$ cat config.mk
export PLATFORM = sky130hd
export DESIGN_NAME = can_stuff_codec
export DESIGN_NICKNAME = d
export VERILOG_FILES = /design/src/rtl/can_stuff_pkg.sv /design/src/rtl/stuff_run_tracker.sv /design/src/rtl/tx_stuffer.sv /design/src/rtl/rx_destuffer.sv /design/src/rtl/can_stuff_codec.sv
export SDC_FILE = /design/constraint.sdc
export NUM_CORES = 1
export LEC_CHECK = 0
export ABC_AREA = 1
export BUFFER_PORTS_ARGS = -buffer_cell sky130_fd_sc_hd__buf_2
export CORE_UTILIZATION = 51
export DETAILED_ROUTE_END_ITERATION = 10
export GPL_TIMING_DRIVEN = 1
export PLACE_DENSITY = 0.75
export SLEW_MARGIN = 20
export SYNTH_ARGS = -nofsm -noshare
export SYNTH_HDL_FRONTEND = slang
export SYNTH_SLANG_ARGS = --single-unit
$ cat constraint.sdc
create_clock -name clk -period 1.4 [get_ports clk]
set_clock_uncertainty 0.05 [all_clocks]
set_input_delay 0.21 -clock clk [delete_from_list [all_inputs] [get_ports clk]]
set_output_delay 0.21 -clock clk [all_outputs]
set_load 0.1 [all_outputs]
$ cat src/rtl/can_stuff_pkg.sv
package can_stuff_pkg;

    // Default length of an allowed run of equal bits.
    parameter int unsigned STUFF_RUN_DEF = 5;

    // Classification of a received bit by the destuffer.
    typedef enum logic [1:0] {
        RXK_DATA  = 2'd0,
        RXK_STUFF = 2'd1,
        RXK_VIOL  = 2'd2
    } rx_kind_e;

endpackage

$ cat src/rtl/stuff_run_tracker.sv
module stuff_run_tracker #(
    parameter int unsigned RUN_LEN = can_stuff_pkg::STUFF_RUN_DEF
) (
    input  logic clk,
    input  logic rst_n,
    input  logic en,        // stuffing region active
    input  logic clr,       // restart the count (used on a violation)
    input  logic step,      // one bit passes through this cycle
    input  logic bit_in,    // level of that bit
    output logic at_limit,  // RUN_LEN equal bits have been seen
    output logic last_bit   // level of the most recent bit
);
    localparam int unsigned CNT_W = $clog2(RUN_LEN + 1);
    localparam logic [CNT_W-1:0] LIMIT = CNT_W'(RUN_LEN);

    typedef struct packed {
        logic [CNT_W-1:0] cnt;
        logic             last;
    } trk_t;

    trk_t trk_d, trk_q;

    always_comb begin
        trk_d = trk_q;
        if (!en || clr) begin
            trk_d.cnt = '0;
        end else if (step) begin
            if (trk_q.cnt != '0 && bit_in == trk_q.last) begin
                if (trk_q.cnt != LIMIT) begin
                    trk_d.cnt = trk_q.cnt + 1'b1;
                end
            end else begin
                trk_d.cnt = CNT_W'(1);
            end
        end
        if (step) begin
            trk_d.last = bit_in;
        end
    end

    always_ff @(posedge clk or negedge rst_n) begin
        if (!rst_n) begin
            trk_q <= '{cnt: '0, last: 1'b1};
        end else begin
            trk_q <= trk_d;
        end
    end

    assign at_limit = (trk_q.cnt == LIMIT);
    assign last_bit = trk_q.last;

endmodule

$ cat src/rtl/tx_stuffer.sv
module tx_stuffer #(
    parameter int unsigned RUN_LEN = can_stuff_pkg::STUFF_RUN_DEF
) (
    input  logic clk,
    input  logic rst_n,
    input  logic tick,
    input  logic stuff_en,
    input  logic bit_in,
    output logic bit_ready,
    output logic bit_out,
    output logic bit_valid
);
    typedef struct packed {
        logic out;
        logic vld;
    } txo_t;

    txo_t txo_d, txo_q;
    logic limit_hit;
    logic prev_bit;
    logic stuff_due;
    logic sent_bit;

    stuff_run_tracker #(.RUN_LEN(RUN_LEN)) u_run (
        .clk      (clk),
        .rst_n    (rst_n),
        .en       (stuff_en),
        .clr      (1'b0),
        .step     (tick),
        .bit_in   (sent_bit),
        .at_limit (limit_hit),
        .last_bit (prev_bit)
    );

    assign stuff_due = stuff_en && limit_hit;
    assign sent_bit  = stuff_due ? ~prev_bit : bit_in;
    assign bit_ready = ~stuff_due;

    always_comb begin
        txo_d     = txo_q;
        txo_d.vld = tick;
        if (tick) begin
            txo_d.out = sent_bit;
        end
    end

    always_ff @(posedge clk or negedge rst_n) begin
        if (!rst_n) begin
            txo_q <= '{out: 1'b1, vld: 1'b0};
        end else begin
            txo_q <= txo_d;
        end
    end

    assign bit_out   = txo_q.out;
    assign bit_valid = txo_q.vld;

endmodule

$ cat src/rtl/rx_destuffer.sv
module rx_destuffer #(
    parameter int unsigned RUN_LEN = can_stuff_pkg::STUFF_RUN_DEF
) (
    input  logic clk,
    input  logic rst_n,
    input  logic tick,
    input  logic stuff_en,
    input  logic bit_in,
    output logic bit_out,
    output logic bit_valid,
    output logic stuff_err
);
    import can_stuff_pkg::*;

    typedef struct packed {
        logic out;
        logic vld;
        logic err;
    } rxo_t;

    rxo_t     rxo_d, rxo_q;
    rx_kind_e kind;
    logic     limit_hit;
    logic     prev_bit;
    logic     viol_now;

    stuff_run_tracker #(.RUN_LEN(RUN_LEN)) u_run (
        .clk      (clk),
        .rst_n    (rst_n),
        .en       (stuff_en),
        .clr      (viol_now),
        .step     (tick),
        .bit_in   (bit_in),
        .at_limit (limit_hit),
        .last_bit (prev_bit)
    );

    always_comb begin
        kind = RXK_DATA;
        if (stuff_en && limit_hit) begin
            kind = (bit_in == prev_bit) ? RXK_VIOL : RXK_STUFF;
        end
    end

    assign viol_now = tick && (kind == RXK_VIOL);

    always_comb begin
        rxo_d     = rxo_q;
        rxo_d.vld = tick && (kind == RXK_DATA);
        rxo_d.err = viol_now;
        if (tick && kind == RXK_DATA) begin
            rxo_d.out = bit_in;
        end
    end

    always_ff @(posedge clk or negedge rst_n) begin
        if (!rst_n) begin
            rxo_q <= '{out: 1'b1, vld: 1'b0, err: 1'b0};
        end else begin
            rxo_q <= rxo_d;
        end
    end

    assign bit_out   = rxo_q.out;
    assign bit_valid = rxo_q.vld;
    assign stuff_err = rxo_q.err;

endmodule

$ cat src/rtl/can_stuff_codec.sv
module can_stuff_codec #(
    parameter int unsigned RUN_LEN = can_stuff_pkg::STUFF_RUN_DEF
) (
    input  logic clk,
    input  logic rst_n,
    input  logic tx_bit_tick,
    input  logic tx_stuff_en,
    input  logic tx_in,
    output logic tx_in_ready,
    output logic tx_out,
    output logic tx_out_valid,
    input  logic rx_bit_tick,
    input  logic rx_stuff_en,
    input  logic rx_in,
    output logic rx_out,
    output logic rx_out_valid,
    output logic rx_stuff_err
);

    tx_stuffer #(.RUN_LEN(RUN_LEN)) u_tx (
        .clk       (clk),
        .rst_n     (rst_n),
        .tick      (tx_bit_tick),
        .stuff_en  (tx_stuff_en),
        .bit_in    (tx_in),
        .bit_ready (tx_in_ready),
        .bit_out   (tx_out),
        .bit_valid (tx_out_valid)
    );

    rx_destuffer #(.RUN_LEN(RUN_LEN)) u_rx (
        .clk       (clk),
        .rst_n     (rst_n),
        .tick      (rx_bit_tick),
        .stuff_en  (rx_stuff_en),
        .bit_in    (rx_in),
        .bit_out   (rx_out),
        .bit_valid (rx_out_valid),
        .stuff_err (rx_stuff_err)
    );

endmodule

=== Word level (Yosys, flattened, before mapping) ===
Cells that the tools add are included.

* Eq/ne operators: 10
* Add/sub/neg operators: 2
* Bitwise operators: 2
* Reductions and logical operators: 14
* Mux-type cells: 11

{| class="wikitable"
|+ Operator list
! cell !! count
|-
| 3-bit 2-to-1 mux || 8
|-
| 3-bit by 1-bit adder with 3-bit output, second input constant || 2
|-
| 3-bit == test, second input constant || 2
|-
| 1-bit logical AND || 6
|-
| 3-bit by 2-bit != test with 1-bit output, second input constant || 2
|-
| 3-bit != test, second input constant || 2
|-
| 3-bit nonzero test || 2
|-
| 2-bit 2-to-1 mux || 2
|-
| 2-bit AND reduction || 2
|-
| 1-bit == test || 2
|-
| 2-bit == test, second input constant || 1
|-
| 2-bit zero test || 1
|-
| 2-bit != test, second input constant || 1
|-
| 1-bit inverter || 2
|-
| 2-bit nonzero test || 1
|-
| 1-bit zero test || 1
|-
| 1-bit logical OR || 1
|-
| 1-bit 2-to-1 mux || 1
|}

* Output and inout port bits: 6
* Logic and storage cells: 47
* Flip-flop bits (word level): 12
* Input port bits: 8

=== Logic depth before layout (Yosys ltp) ===
* Depth in word-level cells: 8
* Mapped depth: 9
* Depth with buffers taken out: 9

=== By module ===
Synthesis repeated with hierarchy kept, for this count alone.

* Cell total of the unflattened synthesis: 106
* Area, all modules: 847.1 µm²

{| class="wikitable"
|+ By module, submodules not included
! module !! area an instance (µm²) !! cells each !! sequential area each (µm²) !! times used
|-
| stuff_run_tracker || 309.0 || 39 || 101.3 || 2
|-
| rx_destuffer || 130.1 || 16 || 76.3 || 1
|-
| tx_stuffer || 98.8 || 12 || 51.3 || 1
|}

=== Worst setup path after synthesis ===
OpenSTA, ideal clock, no wires.

* Kind: register -> register
* Start: register u_tx.u_run.trk_q[2] (netlist name)
* End: register u_tx.u_run.trk_q[3] (netlist name)
* Period minus slack after synthesis: 1,702 ps
* Stages on the path, launching flop included: 8
* Buffers on the path: 0
* Arrival time: 1,532 ps
* Required time: 1,229 ps
* Path slack: -302 ps
* Cell sequence: dfrtp_1 inv_1 ha_1 nand3_2 nand2_1 a21oi_2 nand2_1 o21ai_1

* Longest elaborated chain between the ends: 8
* Elaborated cells on any way between the ends: 14

{| class="wikitable"
|+ RTL lines
! element !! RTL line !! text
|-
| start, declared || stuff_run_tracker.sv:21 || <nowiki>trk_t trk_d, trk_q;</nowiki>
|-
| start signal, assigned || stuff_run_tracker.sv:43 || <nowiki>trk_q <= '{cnt: '0, last: 1'b1};</nowiki>
|-
| start signal, assigned || stuff_run_tracker.sv:45 || <nowiki>trk_q <= trk_d;</nowiki>
|-
| 3-bit == test || stuff_run_tracker.sv:49 || <nowiki>assign at_limit = (trk_q.cnt == LIMIT);</nowiki>
|-
| 1-bit logical AND || tx_stuffer.sv:35 || <nowiki>assign stuff_due = stuff_en && limit_hit;</nowiki>
|-
| 1-bit 2-to-1 mux || tx_stuffer.sv:36 || <nowiki>assign sent_bit = stuff_due ? ~prev_bit : bit_in;</nowiki>
|-
| 1-bit == test || stuff_run_tracker.sv:28 || <nowiki>if (trk_q.cnt != '0 && bit_in == trk_q.last) begin</nowiki>
|-
| 1-bit logical AND || stuff_run_tracker.sv:28 ||
|-
| 3-bit 2-to-1 mux || stuff_run_tracker.sv:28 ||
|-
| 3-bit 2-to-1 mux || stuff_run_tracker.sv:27 || <nowiki>end else if (step) begin</nowiki>
|-
| 3-bit 2-to-1 mux || stuff_run_tracker.sv:25 || <nowiki>if (!en || clr) begin</nowiki>
|}

Parallel ways exist; a longest one is shown, timed or not. The select of a mux whose other input is x is not followed.
A chain may end at the register's enable or synchronous reset.

=== Final worst setup path ===
* Start: register u_tx.u_run.trk_q[2] (netlist name)
* End: output tx_in_ready

* Longest elaborated chain between the ends: 3

{| class="wikitable"
|+ RTL lines
! element !! RTL line !! text
|-
| 3-bit == test || stuff_run_tracker.sv:49 ||
|-
| 1-bit logical AND || tx_stuffer.sv:35 ||
|-
| 1-bit inverter || tx_stuffer.sv:37 || <nowiki>assign bit_ready = ~stuff_due;</nowiki>
|-
| end, declared || can_stuff_codec.sv:9 || <nowiki>output logic tx_in_ready,</nowiki>
|}

Every way passes these cells.

==> results by stage <==
Detailed routing:
- After detailed routing, the average wire length per cell comes to between 10 and 15 µm.
- The detailed-route DRC error count is 0.
- The routed design has 1250 µm of wire.
- The number of vias in the routed layout is about 560.
- After the first detailed-routing iteration, the DRC count stood at 8.
- In this run the remaining antenna-violating nets after routing total 0.
- The first detailed-routing pass ran for 4 iterations.
- Dividing the detail-routed via count by the number of cells gives 4.78.

Pwr:
- Dividing total power by cell area gives a power density of 944 nW/µm².
- The power consumption is approximately 0.86 mW.
- In this run the static leakage power is 0.470 nW.
- The maximum resistive drop on vdd is about 0.77 mV.

Synthesis:
- After technology mapping, the gate count stands at 79.
- Yosys printed 0 warnings.
- The number of different library cells in the post-synthesis netlist is 20.
- The number of nets in the synthesized netlist is between 90 and 100.
- The area of the mapped netlist is 667 µm².
- The sequential area share after synthesis is between 40% and 50%.
- The mean instance size in the synthesized netlist is 8.44 µm².
- Counting flops and latches in the post-synthesis netlist gives 12.

Setup path:
- The peak fanout along the critical path is 2.
- The slowest stage of the critical path is the sky130_fd_sc_hd__dfrtp_1 cell.
- The critical path class is reg -> out.
- The critical path data required time is around 1.1 ns.
- For this run, the slowest stage of the critical path takes roughly 0.4 ns.
- In this design, the largest share of critical-path delay is due to flip-flops.
- The critical path goes through inv_2 -> ha_4 -> nand3_4 -> buf_12.
- STA puts the critical path data arrival time at between 1 and 1.5 ns.
- The number of buffers and inverters on the critical path is 2.
- The kind of end point of the critical path is a primary output.
- The worst setup path is launched from a register.

Timing:
- The final critical path takes up 100% of the cycle.
- In the post-route analysis, the smallest setup slack over all paths is -0.00207 ns.
- The final count of hold timing violations is 0.
- The final count of pins violating max slew is 0.
- Setup repair after global routing could not meet its margin everywhere.
- For this run, the top clock speed supported by timing is slightly above 700 MHz.
- The actual slew at the worst max-slew pin is 0.486 ns.
- Setup violations remaining at the end of the flow were counted as 1.
- Measured against its own limit, the worst slew margin works out to 67.8%.
- The smallest clock period supported by the final layout is computed as about 1.4 ns.
- The worst hold slack across all endpoints is 0.0472 ns.

Global route:
- The pin count of the biggest net entering global routing is 13.
- The first global-routing pass estimated 2170 µm of wire.
- The initial antenna violation count is 0.
- The via count of the first global-routing pass came to about 540.
- The total global-route track usage is 22.7%.
- Summed over all layers, the global routing overflow is 0.

Place:
- Input and output buffers added on the ports amount to 13.
- Detailed placement finished with a half-perimeter wire length of approximately 910 µm.
- The weighted congestion at the end of routability-driven global placement is 0.753.

Die:
- During I/O placement, the number of pins put on the boundary was 14.
- The total area inside the core boundary comes to between 1000 and 1500 µm².
- From left edge to right edge, the die measures 38.2 µm.
- The floorplan has 12 rows.
- Once the floorplan was initialized, standard cells occupied between 50% and 60% of the core.
- The die covers ~1500 µm².
- The height of the chip is roughly 38 µm.

Run status:
- The run finished, with violations left.
- The checks that failed: negative setup slack.

CTS:
- In this run the deepest clock path goes through 2 buffers.
- CTS saw 12 sinks.
- In this run, CTS created clock tree buffers numbering 3.
- In this run the clock root is driven by a sky130_fd_sc_hd__clkbuf_4.
- TritonCTS built the clock tree.
- The clock transition at the registers of the reported paths is about 0.07 ns.
- At the later pin of the worst-skew pair, clock insertion delay measures roughly 0.28 ns.
- CTS built an H-tree with a depth of 1.

Layout:
- The growth of design area from synthesis to finish is 36.4%.
- In the final layout, the share of cells above drive strength 1 is about 37%.
- The count of antenna diodes in the layout is 0.
- The combined area of the multi-input logic cells is 337 µm².
- The filler cells instantiated in the layout total between 80 and 90.
- The library cell used most frequently in the layout, excluding fill and tap cells, is sky130_fd_sc_hd__nand2_1.
- The final core area utilization is between 70% and 80%.
- The footprint of the flip-flops and latches is between 300 and 400 µm².
- In the layout the commonest cells are sky130_fd_sc_hd__nand2_1, sky130_fd_sc_hd__inv_1, sky130_fd_sc_hd__buf_2, sky130_fd_sc_hd__dfrtp_1.
- After the last flow step, the layout net total stands at 117.

Min path:
- The path class of the lowest-slack min-delay path is in -> reg.

Run:
- Max-cap violations in this run came to 0.
cells by family after synthesis:
| logic type | synth area share, % |
|---|---|
| XOR/XNOR | 3.94 |
| AND/OR/NAND/NOR | 23.6 |
| buffers and inverters | 7.88 |
| AO/OA/AOI/OAI | 7.69 |
| flip-flops | 45.6 |
| adder cells (fa/ha/maj) | 11.3 |
metal layers:
| metal | vias to the layer above | share of wire [%] | track usage [%] |
|---|---|---|---|
| met5 | - | 0 | 0 |
| met4 | 0 | 2.3 | 13.4 |
| met3 | 6 | 4.9 | 8.72 |
| met2 | 11 | 49 | 36.4 |
| met1 | 247 | 43 | 25.0 |
| li1 | 291 | - | - |
where the power goes:
part	internal (mW)	leakage [nW]	total, mW	switching [mW]
registers	0.372	0.149	0.386	0.0138
clock network	0.158	0.0210	0.273	0.115
logic	0.0687	0.300	0.200	0.132
through the flow:
step | area, µm² | setup WS, ns | instances | TNS (ns)
6_report | 910 | -0.00207 | 116 | -0.00207
5_1_grt | 910 | -0.0446 | 116 | -0.0538
4_1_cts | 898 | -0.000155 | 115 | -0.000155
3_5_place_dp | 811 | 0.107 | 106 | 0
3_3_place_gp | 811 | 0.154 | 106 | 0
2_1_floorplan | 683 | -0.0288 | 79 | -0.0739
repair_timing:
item | CTS | global route
resized for setup | 3 | 1
hold buffers | 1 | 0
cloned | 0 | 0
endpoints found under the setup margin | 1 | 5
buffers inserted | 4 | 1
endpoints found under the hold margin | 12 | 0
pin swaps | 0 | 0
synth_stat cells (all sizes together):
master,number,area (µm²)
a21oi,2,13.8
inv,14,52.6
o21ai,5,25.0
xnor2,1,8.76
xor2,2,17.5
dfrtp,9,225
nand3,3,20.0
ha,6,75.1
nor2,5,21.3
o22ai,2,12.5
nand2,25,104
dfstp,3,78.8
nand4,2,12.5
path summary, 6_finish.rpt:
| kind | from | end | slack [ns] | cells after the start |
|---|---|---|---|---|
| max in group asynchronous | rst_n | u_rx.bit_out | 0.75 | 2 |
| worst max register to register | u_tx.u_run.trk_q[2] | u_tx.u_run.trk_q[2] | 0.10 | 8 |
| worst max-delay path | u_tx.u_run.trk_q[2] | tx_in_ready | -0.002 | 4 |
| worst min register to register | u_rx.u_run.last_bit | u_rx.u_run.last_bit | 0.42 | 2 |
| worst min-delay path | tx_bit_tick | u_tx.bit_valid | 0.05 | 1 |
| min in group asynchronous | rst_n | u_rx.bit_valid | 0.29 | 2 |
final cells by class:
cell class                      count  share of cell area [%]
Multi-Input combinational cell     53                    37.0
Timing Repair Buffer               19                    17.3
Clock buffer                        4                    3.99
Sequential cell                    12                    34.0
Tap cell                           14                    1.93
Inverter                           14                    5.78
state kept, by name, indices dropped and copies added, names as in the netlist:
signal,cells
u_rx.bit_out,1
u_tx.bit_out,1
u_rx.u_run.last_bit,1
u_rx.bit_valid,1
u_tx.u_run.trk_q,3
u_rx.u_run.trk_q,3
u_rx.stuff_err,1
u_tx.bit_valid,1
No activity file was read; power rests on OpenSTA's default activity.
